**config.mk**
```make
export PLATFORM = sky130hd
export DESIGN_NAME = gpio_port
export DESIGN_NICKNAME = d
export VERILOG_FILES = /design/src/rtl/gpio_port.sv
export SDC_FILE = /design/constraint.sdc
export NUM_CORES = 1
export LEC_CHECK = 0
export BUFFER_PORTS_ARGS = -buffer_cell sky130_fd_sc_hd__buf_2
export CAP_MARGIN = 30
export CORE_UTILIZATION = 49
export DETAILED_ROUTE_END_ITERATION = 8
export PLACE_DENSITY = 0.91
export SKIP_LAST_GASP = 1
export SLEW_MARGIN = 20
export SYNTH_ARGS = -nofsm -noshare
export SYNTH_HDL_FRONTEND = slang
export SYNTH_SLANG_ARGS = --single-unit
export TNS_END_PERCENT = 20
```
**constraint.sdc**
```tcl
create_clock -name clk -period 2.5 [get_ports clk]
set_clock_uncertainty 0.15 [all_clocks]
set_input_delay 0.25 -clock clk [delete_from_list [all_inputs] [get_ports clk]]
set_output_delay 0.25 -clock clk [all_outputs]
set_load 0.1 [all_outputs]
```
**src/rtl/gpio_port.sv**
```systemverilog
module gpio_port #(
  parameter int BUS_W  = 8,
  parameter int PINS   = 5,
  parameter int OD_PIN = 4
) (
  input  logic             clk,
  input  logic             rst_n,
  input  logic [BUS_W-1:0] bus_wdata,
  input  logic             wr_data,
  input  logic             wr_dir,
  input  logic             wr_pull,
  input  logic             rd_data,
  input  logic             rd_dir,
  output logic [BUS_W-1:0] bus_rdata,
  input  logic [PINS-1:0]  pin_in,
  output logic [PINS-1:0]  drv_hi,
  output logic [PINS-1:0]  drv_lo,
  output logic [PINS-1:0]  pull_en
);
  localparam logic [PINS-1:0] ALL_IN = '1;

  logic [PINS-1:0] dout_q, dir_q, sync1_q, sync2_q;
  logic            pull_n_q;

  always_ff @(posedge clk or negedge rst_n) begin
    if (!rst_n) begin
      dout_q   <= '0;
      dir_q    <= ALL_IN;
      pull_n_q <= 1'b1;
      sync1_q  <= '0;
      sync2_q  <= '0;
      bus_rdata <= '0;
    end else begin
      sync1_q <= pin_in;
      sync2_q <= sync1_q;
      if (wr_data) dout_q   <= bus_wdata[PINS-1:0];
      if (wr_dir)  dir_q    <= bus_wdata[PINS-1:0];
      if (wr_pull) pull_n_q <= bus_wdata[0];
      if (rd_data)     bus_rdata <= BUS_W'(sync2_q);
      else if (rd_dir) bus_rdata <= BUS_W'(dir_q);
    end
  end

  for (genvar i = 0; i < PINS; i++) begin : g_pin
    if (i == OD_PIN) begin : g_od
      assign drv_hi[i] = 1'b0;
    end else begin : g_pp
      assign drv_hi[i] = ~dir_q[i] & dout_q[i];
    end
    assign drv_lo[i]  = ~dir_q[i] & ~dout_q[i];
    assign pull_en[i] = dir_q[i] & ~pull_n_q;
  end
endmodule

```
* Yosys cells after proc, flatten, opt, wreduce, memory -nomap -nowiden
Cells that the tools add are included.
** Cells by class
- Div/mod/pow operators :: 0
- Reductions and logical operators :: 1
- Eq/ne operators :: 0
- Shift operators :: 0
- Bitwise operators :: 25
- $mul :: 0
- $lt $le $gt $ge :: 0
- Mux-type cells :: 2
- Add/sub/neg operators :: 0
** Operators by type and width (count)
- $mux 8 :: 2
- $and 1x1->1 :: 14
- $not 1->1 :: 11
- $reduce_bool 2->1 :: 1
** Storage, ports and cells
- Output and inout bits :: 23
- Memory bits (read-only) :: 0
- Register bits :: 29
- Memories kept :: 0
- Latch bits :: 0
- Bits of input ports :: 20
- Memory bits (writable) :: 0
- Logic and storage cells :: 34

* Longest topological paths before layout
Gate-level depths: netlist of run 1.
- Depth after elaboration :: 2
- Depth in mapped cells :: 3
- Gate-level depth less buffers :: 2

* Worst setup path before layout of run 1
Ideal clock, no wire load.
- Path kind :: register -> output
- Start point :: register dir_q[2]
- End point :: output pull_en[2]
- Data required time :: 2100 ps
- Data arrival time :: 1894 ps
- Setup slack :: 206 ps
- Path buffers :: 0
- Stages on the path, launching flop included :: 2
- Cell sequence :: dfstp_2 nor2b_1
** On the way
- Longest elaborated chain between the ends :: 1
** RTL lines
- start: declaration :: RTL line 22 : logic [PINS-1:0] dout_q, dir_q, sync1_q, sync2_q;
- start signal: assignment :: RTL line 37 : if (wr_dir) dir_q <= bus_wdata[PINS-1:0];
- $and 1x1->1 :: RTL line 51 : assign pull_en[i] = dir_q[i] & ~pull_n_q;
- end: declaration :: RTL line 18 : output logic [PINS-1:0] pull_en
No other way between the ends.

* Worst setup path after layout of run 1
Same ends and word-level chain as after synthesis.

==> results of run 1 <==
[logic make-up (layout without fill, tap and decap cells)]
| kind of cell | after synthesis | count (layout) | synth area share |
|---|---|---|---|
| buffers and inverters | 6 | 49 | 0.04625 |
| AOI/OAI and AO/OA | 5 | 5 | 0.02500 |
| muxes | 16 | 16 | 0.1738 |
| other | 1 | 4 | 0.003746 |
| DFF | 26 | 26 | 0.6575 |
| and+or+nand+nor | 19 | 19 | 0.09375 |
[flip-flops by register name (all words and copies together) (netlist names)]
| name | cells |
|---|---|
| sync2_q | 5 |
| dout_q | 5 |
| pull_n_q | 1 |
| bus_rdata | 5 |
| dir_q | 5 |
| sync1_q | 5 |
[critical path, delay by kind of cell, from the launching register on]
family,cells,cell delay (ns)
and+or+nand+nor,1,0.14
DFF,1,0.58
buffers and inverters,1,0.43
[per-stage QoR]
step	area (um^2)	setup WS (ns)
2_1_floorplan	1012	0.2065
3_3_place_gp	1172	1.004
3_5_place_dp	1172	0.9714
4_1_cts	1299	0.5988
5_1_grt	1299	0.5508
6_report	1299	0.6236
[report_power, final]
part | total, mW | switching, mW | internal, mW
registers | 0.486 | 0.0234 | 0.463
clock network | 0.178 | 0.116 | 0.0625
logic | 0.379 | 0.310 | 0.0684
[area by class of cell]
type	count	area, um^2	share of cell area
multi-input combinational	44	307.8	0.2370
tap	25	31.28	0.02408
timing repair buffer	45	275.3	0.2119
clock buffer	4	26.28	0.02023
sequential	26	658.1	0.5067
[worst min path at each step]
stage | endpoint | slack (ns) | cells after the start
6_report | dout_q[0]$_DFFE_PN0P_ | 0.02 | 2
5_1_grt | pull_n_q$_DFFE_PN1P_ | 0.03 | 2
4_1_cts | dout_q[0]$_DFFE_PN0P_ | 0.007 | 2
3_5_place_dp | dout_q[1]$_DFFE_PN0P_ | 0.11 | 1
3_3_place_gp | dout_q[1]$_DFFE_PN0P_ | 0.11 | 1
2_1_floorplan | bus_rdata[0]$_DFFE_PN0P_ | -0.20 | 0
[layout by cell type, fill, tap and decap left out, drive strengths merged]
cell and n:
dfrtp 20, clkbuf 4, mux2 11, conb 4, nand2 5, dfstp 6
nor2 5, mux2i 5, buf 35, o21ai 5, nor2b 9, dlygate4sd3 10
[routing by layer]
layer | vias to the layer above | routed length, um | share of wire
met3 | 5 | 72 | 0.042
li1 | 324 | - | -
met5 | - | 0 | 0
met4 | 0 | 44 | 0.026
met2 | 27 | 906 | 0.53
met1 | 319 | 675 | 0.40
[repair_timing]
action,4_1_cts,5_1_grt
gates resized for setup,0,0
hold endpoints to repair,30,0
hold buffers,10,0
==> results.txt, run 1 <==
The run finished with clean final reports. Setup violations remaining at the end of the flow were counted as 0. The number of antenna violations at the first check in global routing came out at 0. Summed over all instances, the cell type with the most area after synthesis is sky130_fd_sc_hd__dfrtp_1.

The placeable core region came out at around 1800 um^2. The row count is 15. By count the netlist is led by 20 x sky130_fd_sc_hd__dfrtp_1, 10 x sky130_fd_sc_hd__mux2_1, 9 x sky130_fd_sc_hd__nor2b_1, 6 x sky130_fd_sc_hd__dfstp_2.

The post-layout total power is between 1 and 1.5 mW. At the end of the flow the core is filled with cells to 0.7134. The y dimension of the die is 47.20 um. The buffers inserted during post-CTS setup optimization came out at 0. The path class of the tightest hold or removal check is primary input to flip-flop. The count of pins over their slew limit is 0. The pin count of the biggest net entering global routing came out at 27. The CTS buffer count is 3. The number of synthesis warnings is 0.

The worst-case clock buffer depth is 2. The highest net fanout along the worst path is 5. Timing would allow up to around 0.53 GHz. Tracing the worst setup path back leads to its startpoint at dir_q[2]$_DFFE_PN1P_. The top cell type's share of synthesized area is 0.5000. The setup TNS came out at 0 ns.

The met2 routing resource usage after global routing is 0.3222. The critical register-to-register path startpoint is dir_q[2]$_DFFE_PN1P_. The critical path in this run is classified as flip-flop to primary output.

The latest clock arrival within the worst-skew pair came out at approximately 0.32 ns. In this run the register-to-register setup slack is roughly 1.5 ns. The depth of the worst register-to-register path is 2. The endpoint identified for the worst register-to-register timing path is bus_rdata[2]$_DFFE_PN0P_. The number of flops mapped to enable cells by yosys came out at 0. The synthesized instance count came out at 73.

From left edge to right edge, the die measures 47.20 um. The net count of the finished layout is 140. The delay of the slowest cell on the worst path is around 0.58 ns. The residual DRC count is 0. The fraction of layout cells with a size suffix above 1 came out at 0.3782. The number of global-route vias before repair is about 640. STA puts the critical path data required time at 2.10 ns. The final count of hold timing violations came out at 0. In this run the remaining antenna-violating nets after routing total 0.

The count of routing violations after the opening detailed-route iteration came out at 1. The register area share after synthesis is 0.6575. The count of vias placed by the detailed router is a little under 700. The average size of a mapped cell is 13.71 um^2.

In this run the static leakage power is between 0.6 and 0.7 nW. For this run, global-route usage on met3 was measured as 0.02308. At the end of routability-driven placement, the weighted congestion stood at roughly 0.7. The number of top-level pins came out at 43. Sorting the synthesized cells by area gives the leading types as sky130_fd_sc_hd__dfrtp_1 50%, sky130_fd_sc_hd__dfstp_2 16%, sky130_fd_sc_hd__mux2_1 11%. STA classifies the critical path startpoint as a flip-flop. The slew at the pin closest to its max-slew limit came out at around 0.55 ns. The tightest slew margin relative to the limit came out at 0.6364. The count of filler cells inserted in the layout is approximately 140.

The area enclosed by the die boundary is between 2000 and 2500 um^2. The signal arrival time at the worst endpoint is roughly 1.5 ns. The total standard cell area after synthesis came out at 1001 um^2. Dividing the detail-routed via count by the number of cells gives 4.688. The count of input and output buffers came out at 35.

The slowest stage of the critical path is the sky130_fd_sc_hd__dfstp_2 cell. After clock tree synthesis, the clock-pin slew on the worst setup and hold paths is about 0.13 ns. The routed length per placed instance came out at 11.80 um. Compared with the post-synthesis result, the final layout area differs by 29.75%. In the synthesized netlist the dominant register cell turns out to be sky130_fd_sc_hd__dfrtp_1.

TritonCTS built the clock tree. The count of maximum capacitance violations came out at 0. The length of the first detailed-routing pass in iterations came out at 4. The global-route wire length before repair came out at between 2 and 3 mm. The signal on the critical path passes through nor2b_1 > buf_2. The sort of element at the end of the critical path is a primary output. met2 is the most crowded layer. Across all hold checks on the routed design, the worst slack comes to 0.01914 ns.

The minimum clock period after layout came out at around 1.9 ns. In this run the worst setup path terminates at pull_en[2]. Synthesis inferred 26 register bits. The most common cell in the netlist is sky130_fd_sc_hd__dfrtp_1. The overall global routing resource usage is 0.1769. The initial core utilization came out at 0.5498. For this block, the routed nets add up to 1.699 mm of wire.

IR analysis of the VDD net gives a maximum drop of between 400 and 500 uV. The root buffer cell is sky130_fd_sc_hd__clkbuf_4. The repair_antennas step left the layout with diodes totalling 0. The count of distinct cell types in the synthesized netlist is 13. The H-tree depth came out at 1. The ratio of total power to cell area came out at 802.8 nW/um^2. CTS saw 26 sinks.

In the global route stage, met1 resource usage came out at 0.1888. The startpoint identified for the worst hold timing path is bus_wdata[0]. The remaining global-route overflow came out at 0. The proportion of register bits with asynchronous set or reset after synthesis came out at 1.000. The placed instance count came out at 130. The final HPWL from detailed placement is around 1.2 mm. Dividing the final minimum period by the clock period gives 0.7505. The number of standard cells in the final layout excluding fillers is ~140. Setup repair after global routing left no endpoint under its margin.
(Power assumes the default switching activity.)
==> run 2, diff against run 1 <==
- CORE_UTILIZATION: 49 -> 41
- PLACE_DENSITY: 0.91 -> 0.82
- clock period: 2.5 -> 1.6 ns (I/O delays scaled with it)
==> run 2 against run 1 <==
  * Global-route usage down 1.7 points
  * Critical path depth unchanged
  * Worst setup slack worse by 0.61 ns
  * Sequential power is 58% higher
  * Wire length rose by 7.4%
  * Power up 67%
  * Die area is 19% higher
  * Highest routed layer unchanged
==> results.txt, run 2 (same netlist as run 1, synthesis figures left out) <==
The H-tree depth is 1 (unchanged). The placed standard-cell area came to 1266 um^2 (+8.0%). Setup repair after global routing could not meet its margin everywhere. The tree is rooted in a sky130_fd_sc_hd__clkbuf_4. The worst hold margin came out at 0.01503 ns (-0.004109 ns). The worst-case clock buffer depth is 2 (unchanged). The sort of element at the end of the critical path is a primary output. The clock period could shrink to ~1.6 ns. The pin count of the biggest net entering global routing is 27 (unchanged). The count of vias placed by the detailed router came to 697 (+3.3%). The count of routing violations after the opening detailed-route iteration came out at 2 (+1). The placeable core region is 2255 um^2 (+24%). The signal on the critical path passes through nor2b_4 > buf_12. The ratio of total power to cell area is 1202 nW/um^2 (+50%). The number of diodes added for antenna fixing is 0 (unchanged).

The highest net fanout along the worst path was 5 (unchanged). The cell at the slowest stage of the critical path is sky130_fd_sc_hd__dfstp_2. The delay of the slowest cell on the worst path came out at 0.60 ns (+0.02 ns).

The overall global routing resource usage is 0.1600 (-0.01685). The global-route wire length before repair came out at 3.029 mm (+19%). The number of clock sinks came out at 26 (unchanged). The summed area of non-filler cells in the final layout is 1448 um^2 (+11%).

The fraction of layout cells with a size suffix above 1 is 0.4262 (+0.04808). The number of buffers and inverters on the critical path is 1 (unchanged). The slew at the pin closest to its max-slew limit is 0.5568 ns (+0.01145 ns). The weighted congestion at the end of routability-driven global placement is 0.6307 (-12%). The remaining global-route overflow is 0 (unchanged).

The length of the first detailed-routing pass in iterations is 4 (unchanged). The element type at the critical path start is a flip-flop. The initial core utilization is 0.4440 (-0.1059). The number of top-level pins came out at 43 (unchanged). The category of the critical setup timing path is flip-flop to primary output. The run finished with clean final reports. In the layout the commonest cells are 28 x sky130_fd_sc_hd__buf_2, 20 x sky130_fd_sc_hd__dfrtp_1, 13 x sky130_fd_sc_hd__dlygate4sd3_1, 10 x sky130_fd_sc_hd__mux2_1, 6 x sky130_fd_sc_hd__dfstp_2. The buffers inserted during post-CTS setup optimization came to 0 (unchanged). The clock tree from TritonCTS is done.

The via density per instance was 4.647 (-0.87%). Based on the critical path, the design can be clocked at up to around 0.63 GHz. The final count of hold timing violations is 0 (unchanged).

The wire length reported by the detailed router is 1.824 mm (+7.4%). The count of input and output buffers came to 35 (unchanged). The worst hold-check path type is primary input to flip-flop. Broken down by cell family, the worst path's largest delay share belongs to flip-flops. The row count came to 17 (+2).

The net count reported at finish is 143 (+2.1%). The post-route fraction of the period consumed by the critical path is 0.9927. The leakage power is 0.6923 nW (+8.2%). The tightest slew margin relative to the limit is 0.6288 (-0.007633).

The post-layout total power is 1.741 mW (+67%). The synthesis-to-layout area growth is 44.63%. The post-detailed-route count of antenna-violating nets came out at 0 (unchanged). The residual DRC count was 0 (unchanged).

The area enclosed by the die boundary came out at 2643 um^2 (+19%). The number of global-route vias before repair is 709 (+11%). Leaving out fill and tap cells, the most frequent cell in the layout is sky130_fd_sc_hd__buf_2. The latest clock arrival within the worst-skew pair is 0.31 ns (about the same). The CTS buffer count is 3 (unchanged). The required time at the worst-slack endpoint came out at 1.29 ns (-0.81 ns). The number of antenna violations at the first check in global routing was 0 (unchanged). The placed instance count came out at 133 (+2.3%). The die boundary width came out at 51.41 um (+8.9%). The number of standard cells in the final layout excluding fillers came out at 150 (+4.2%). The count of filler cells inserted in the layout came out at 179 (+29%).

The y dimension of the die is 51.41 um (+8.9%). The maximum VDD drop came to 883.0 uV (+100%). The signal arrival time at the worst endpoint is 1.28 ns (-0.20 ns).

The register clock-pin slew on the reported worst setup and hold paths came out at 0.13 ns (about the same). The count of pins over their slew limit is 0 (unchanged). The share of the core filled with cells in the final layout is 0.6421 (-0.07134). The count of maximum capacitance violations came to 0 (unchanged). The setup violation total in the final timing report came out at 0 (unchanged).

The routed length per placed instance is 12.16 um (+3.1%).
## run 2: repair_timing
action | 4_1_cts | 5_1_grt
hold buffers | 13 | 0
setup endpoints to repair | 5 | 13
endpoints found under the hold margin | 41 | 0
resized for setup | 2 | 2
## run 2: per-stage QoR
step / worst slack, ns / TNS (ns)
after detailed placement: 0.3271 / 0
after global placement: 0.3520 / 0
after global routing: -0.04795 / -0.3161
after CTS: -0.005336 / -0.01323
final: 0.01166 / 0
after floorplan: -0.4067 / -3.288
## run 2: routing by layer
layer	vias up	routed length, um	GRT usage
li1	331	-	-
met1	330	747	0.1930
met5	-	0	0
met2	32	934	0.2771
met3	4	105	0.02083
met4	0	37	0.08108
## run 2: worst paths after layout
kind                                               to                  from  slack [ns]  cells past startpoint
worst max register to register   pull_n_q$_DFFE_PN1P_  pull_n_q$_DFFE_PN1P_        0.53                      1
max in group asynchronous        dir_q[2]$_DFFE_PN1P_                 rst_n        0.73                      2
worst min-delay path             dir_q[3]$_DFFE_PN1P_                wr_dir        0.02                      2
worst max-delay path                       pull_en[0]  dir_q[0]$_DFFE_PN1P_        0.01                      2
min in group asynchronous       dout_q[4]$_DFFE_PN0P_                 rst_n        0.20                      2
worst min register to register   sync2_q[3]$_DFF_PN0_  sync1_q[3]$_DFF_PN0_        0.22                      0
## run 2: layout make-up
type | count | area, um^2 | share of cell area
clock buffers | 4 | 36.28 | 0.02506
multi-input cells | 44 | 332.8 | 0.2299
flip-flops and latches | 26 | 658.1 | 0.4546
well taps | 28 | 35.03 | 0.02420
repair buffers | 48 | 385.4 | 0.2662
## run 2: power by group
| group | internal (mW) | leakage, nW | switching (mW) |
|---|---|---|---|
| registers | 0.723 | 0.298 | 0.0434 |
| logic | 0.163 | 0.373 | 0.492 |
| clock network | 0.139 | 0.0210 | 0.180 |
==> run 3, diff against run 2 <==
==> constraint.sdc (replaced) <==
create_clock -name clk -period 1.6 [get_ports clk]
set_clock_uncertainty 0.15 [all_clocks]
set_input_delay 0.24 -clock clk [delete_from_list [all_inputs] [get_ports clk]]
set_output_delay 0.24 -clock clk [all_outputs]
set_load 0.1 [all_outputs]
==> run 3 against run 2 <==
  * The run now ends with negative setup slack left
  * Fmax fell by 6.0%
  * Clock-buffer cell count unchanged
  * Global-route usage increased by 1.8 points
  * Critical path type unchanged
  * Largest cell class unchanged
==> results.txt, run 3 (same netlist as run 1, synthesis figures left out) <==
The count of vias placed by the detailed router is 698 (+0.14%). The wire length reported by the detailed router is 1.923 mm (+5.4%). The summed area of non-filler cells in the final layout came out at 1545 um^2 (+6.7%).

The area enclosed by the die boundary is 2643 um^2 (unchanged). The final count of hold timing violations is 0 (unchanged). The routed length per placed instance came out at 12.99 um (+6.9%). The run finished, with violations left. The worst setup path is of the flip-flop to primary output kind.

The achievable frequency came out at 0.5916 GHz (-6.0%). The y dimension of the die is 51.41 um (unchanged). The register clock-pin slew on the reported worst setup and hold paths came to 0.12 ns (about the same). The number of clock sinks came out at 26 (unchanged). The maximum VDD drop is 910.8 uV (+3.2%). The post-detailed-route count of antenna-violating nets was 0 (unchanged). Compared with the post-synthesis result, the final layout area differs by 54.37%. The length of the first detailed-routing pass in iterations came to 5 (+1). The count of routing violations after the opening detailed-route iteration came out at 6 (+4). The CTS buffer count came out at 3 (unchanged). STA classifies the critical path startpoint as a flip-flop. The worst path setup slack after routing is -0.09026 ns (-0.1019 ns). The count of maximum capacitance violations came out at 0 (unchanged).

The sort of element at the end of the critical path is a primary output. The root buffer cell is sky130_fd_sc_hd__clkbuf_4. The row count is 17 (unchanged). The count of input and output buffers came out at 35 (unchanged).

The placeable core region came to 2255 um^2 (unchanged). The signal arrival time at the worst endpoint is 1.30 ns (+0.02 ns). The highest net fanout along the worst path is 6 (+1).

The count of filler cells inserted in the layout is 180 (+0.56%). The net count reported at finish came out at 141 (-1.4%). The ratio of total power to cell area came to 1150 nW/um^2 (-4.4%). The residual DRC count came to 0 (unchanged). In the layout the commonest cells are 22 x sky130_fd_sc_hd__buf_2, 20 x sky130_fd_sc_hd__dfrtp_1, 13 x sky130_fd_sc_hd__buf_12, 10 x sky130_fd_sc_hd__mux2_1, 10 x sky130_fd_sc_hd__dlygate4sd3_1. The pin count of the biggest net entering global routing came to 27 (unchanged). The global-route wire length before repair came out at 3.215 mm (+6.1%). The tightest slew margin relative to the limit is 0.6366 (+0.007786). The post-route fraction of the period consumed by the critical path came out at 1.056 (+0.06370). TritonCTS built the clock tree. The library cell used most frequently in the layout, excluding fill and tap cells, is sky130_fd_sc_hd__buf_2. The number of diodes added for antenna fixing came out at 0 (unchanged). The die boundary width was 51.41 um (unchanged).

The placed standard-cell area came out at 1386 um^2 (+9.5%). The number of antenna violations at the first check in global routing was 0 (unchanged). The minimum clock period after layout came out at 1.690 ns (+0.1019 ns). The worst-case clock buffer depth came to 2 (unchanged). The worst slack at placement is 0.2667 ns (-0.06044 ns). The number of global-route vias before repair came to 721 (+1.7%). The number of top-level pins is 43 (unchanged).

The leakage power was 0.7228 nW (+4.4%). The post-layout total power was 1.777 mW (+2.1%). After legalization and detailed placement, the total HPWL measured around 1.3 mm.

The fraction of layout cells with a size suffix above 1 came out at 0.4333 (+0.007104). The remaining global-route overflow was 0 (unchanged). The min-delay analysis places its worst path in the category primary input to flip-flop.

The count of pins over their slew limit is 0 (unchanged). The overall global routing resource usage is 0.1776 (+0.01759). The latest clock arrival within the worst-skew pair is 0.32 ns (about the same).

Setup repair after global routing could not meet its margin everywhere. The weighted congestion at the end of routability-driven global placement is 0.6446 (+2.2%). The slew at the pin closest to its max-slew limit is 0.5452 ns (-0.01168 ns). The H-tree depth is 1 (unchanged). The setup TNS came out at -0.4794 ns (-0.4794 ns). The final reports fail on negative setup slack. The required time at the worst-slack endpoint is 1.21 ns (-0.08 ns).

The initial core utilization came to 0.4440 (unchanged). The setup violation total in the final timing report came to 6 (+6). The via density per instance is 4.716 (+1.5%).
run 3: final timing paths:
| check | startpoint | end | slack (ns) | depth (start not counted) |
|---|---|---|---|---|
| worst max-delay path | pull_n_q$_DFFE_PN1P_ | pull_en[3] | -0.09 | 2 |
| worst min-delay path | bus_wdata[0] | dout_q[0]$_DFFE_PN0P_ | 0.03 | 2 |
| worst max register to register | pull_n_q$_DFFE_PN1P_ | pull_n_q$_DFFE_PN1P_ | 0.37 | 2 |
| worst min register to register | sync1_q[3]$_DFF_PN0_ | sync2_q[3]$_DFF_PN0_ | 0.21 | 0 |
| max in group asynchronous | rst_n | dir_q[1]$_DFFE_PN1P_ | 0.66 | 2 |
| min in group asynchronous | rst_n | dout_q[4]$_DFFE_PN0P_ | 0.28 | 2 |
run 3: power by group:
group	internal, mW	leakage [nW]	switching (mW)
Sequential	0.723	0.298	0.0445
Clock	0.0976	0.0150	0.176
Combinational	0.229	0.409	0.508
run 3: area by class of cell:
| class | count | area [um^2] | share of cell area |
|---|---|---|---|
| Sequential cell | 26 | 658.1 | 0.4259 |
| Timing Repair Buffer | 46 | 478.0 | 0.3093 |
| Multi-Input combinational cell | 44 | 347.8 | 0.2251 |
| Tap cell | 28 | 35.03 | 0.02267 |
| Clock buffer | 4 | 26.28 | 0.01700 |
run 3: critical path: stages (launching register included):
cell	delay [ns]
sky130_fd_sc_hd__dfstp_2	0.73
sky130_fd_sc_hd__nor2b_4	0.08
sky130_fd_sc_hd__buf_12	0.17
run 3: what timing repair did:
item,4_1_cts,5_1_grt
hold endpoints to repair,30,0
endpoints found under the setup margin,6,11
hold buffers,10,0
setup buffers,0,1
resized for setup,5,0
run 3: per-layer routing:
layer  wire length [um]  vias up  GRT usage  part of all wire
li1                   -      326          -                 -
met1                709      340     0.1847              0.37
met2               1069       28     0.3225              0.56
met3                106        4    0.04464             0.055
met4                 38        0    0.09459             0.020
met5                  0        -          0                 0
run 3: per-stage QoR:
stage	utilization	std cells	hold WS (ns)
floorplan	-	76	-0.2056
global placement	0.6149	133	0.09564
detailed placement	0.6149	133	0.1005
CTS	0.6820	147	0.008143
global route	0.6854	148	0.01931
finish	0.6854	148	0.03145
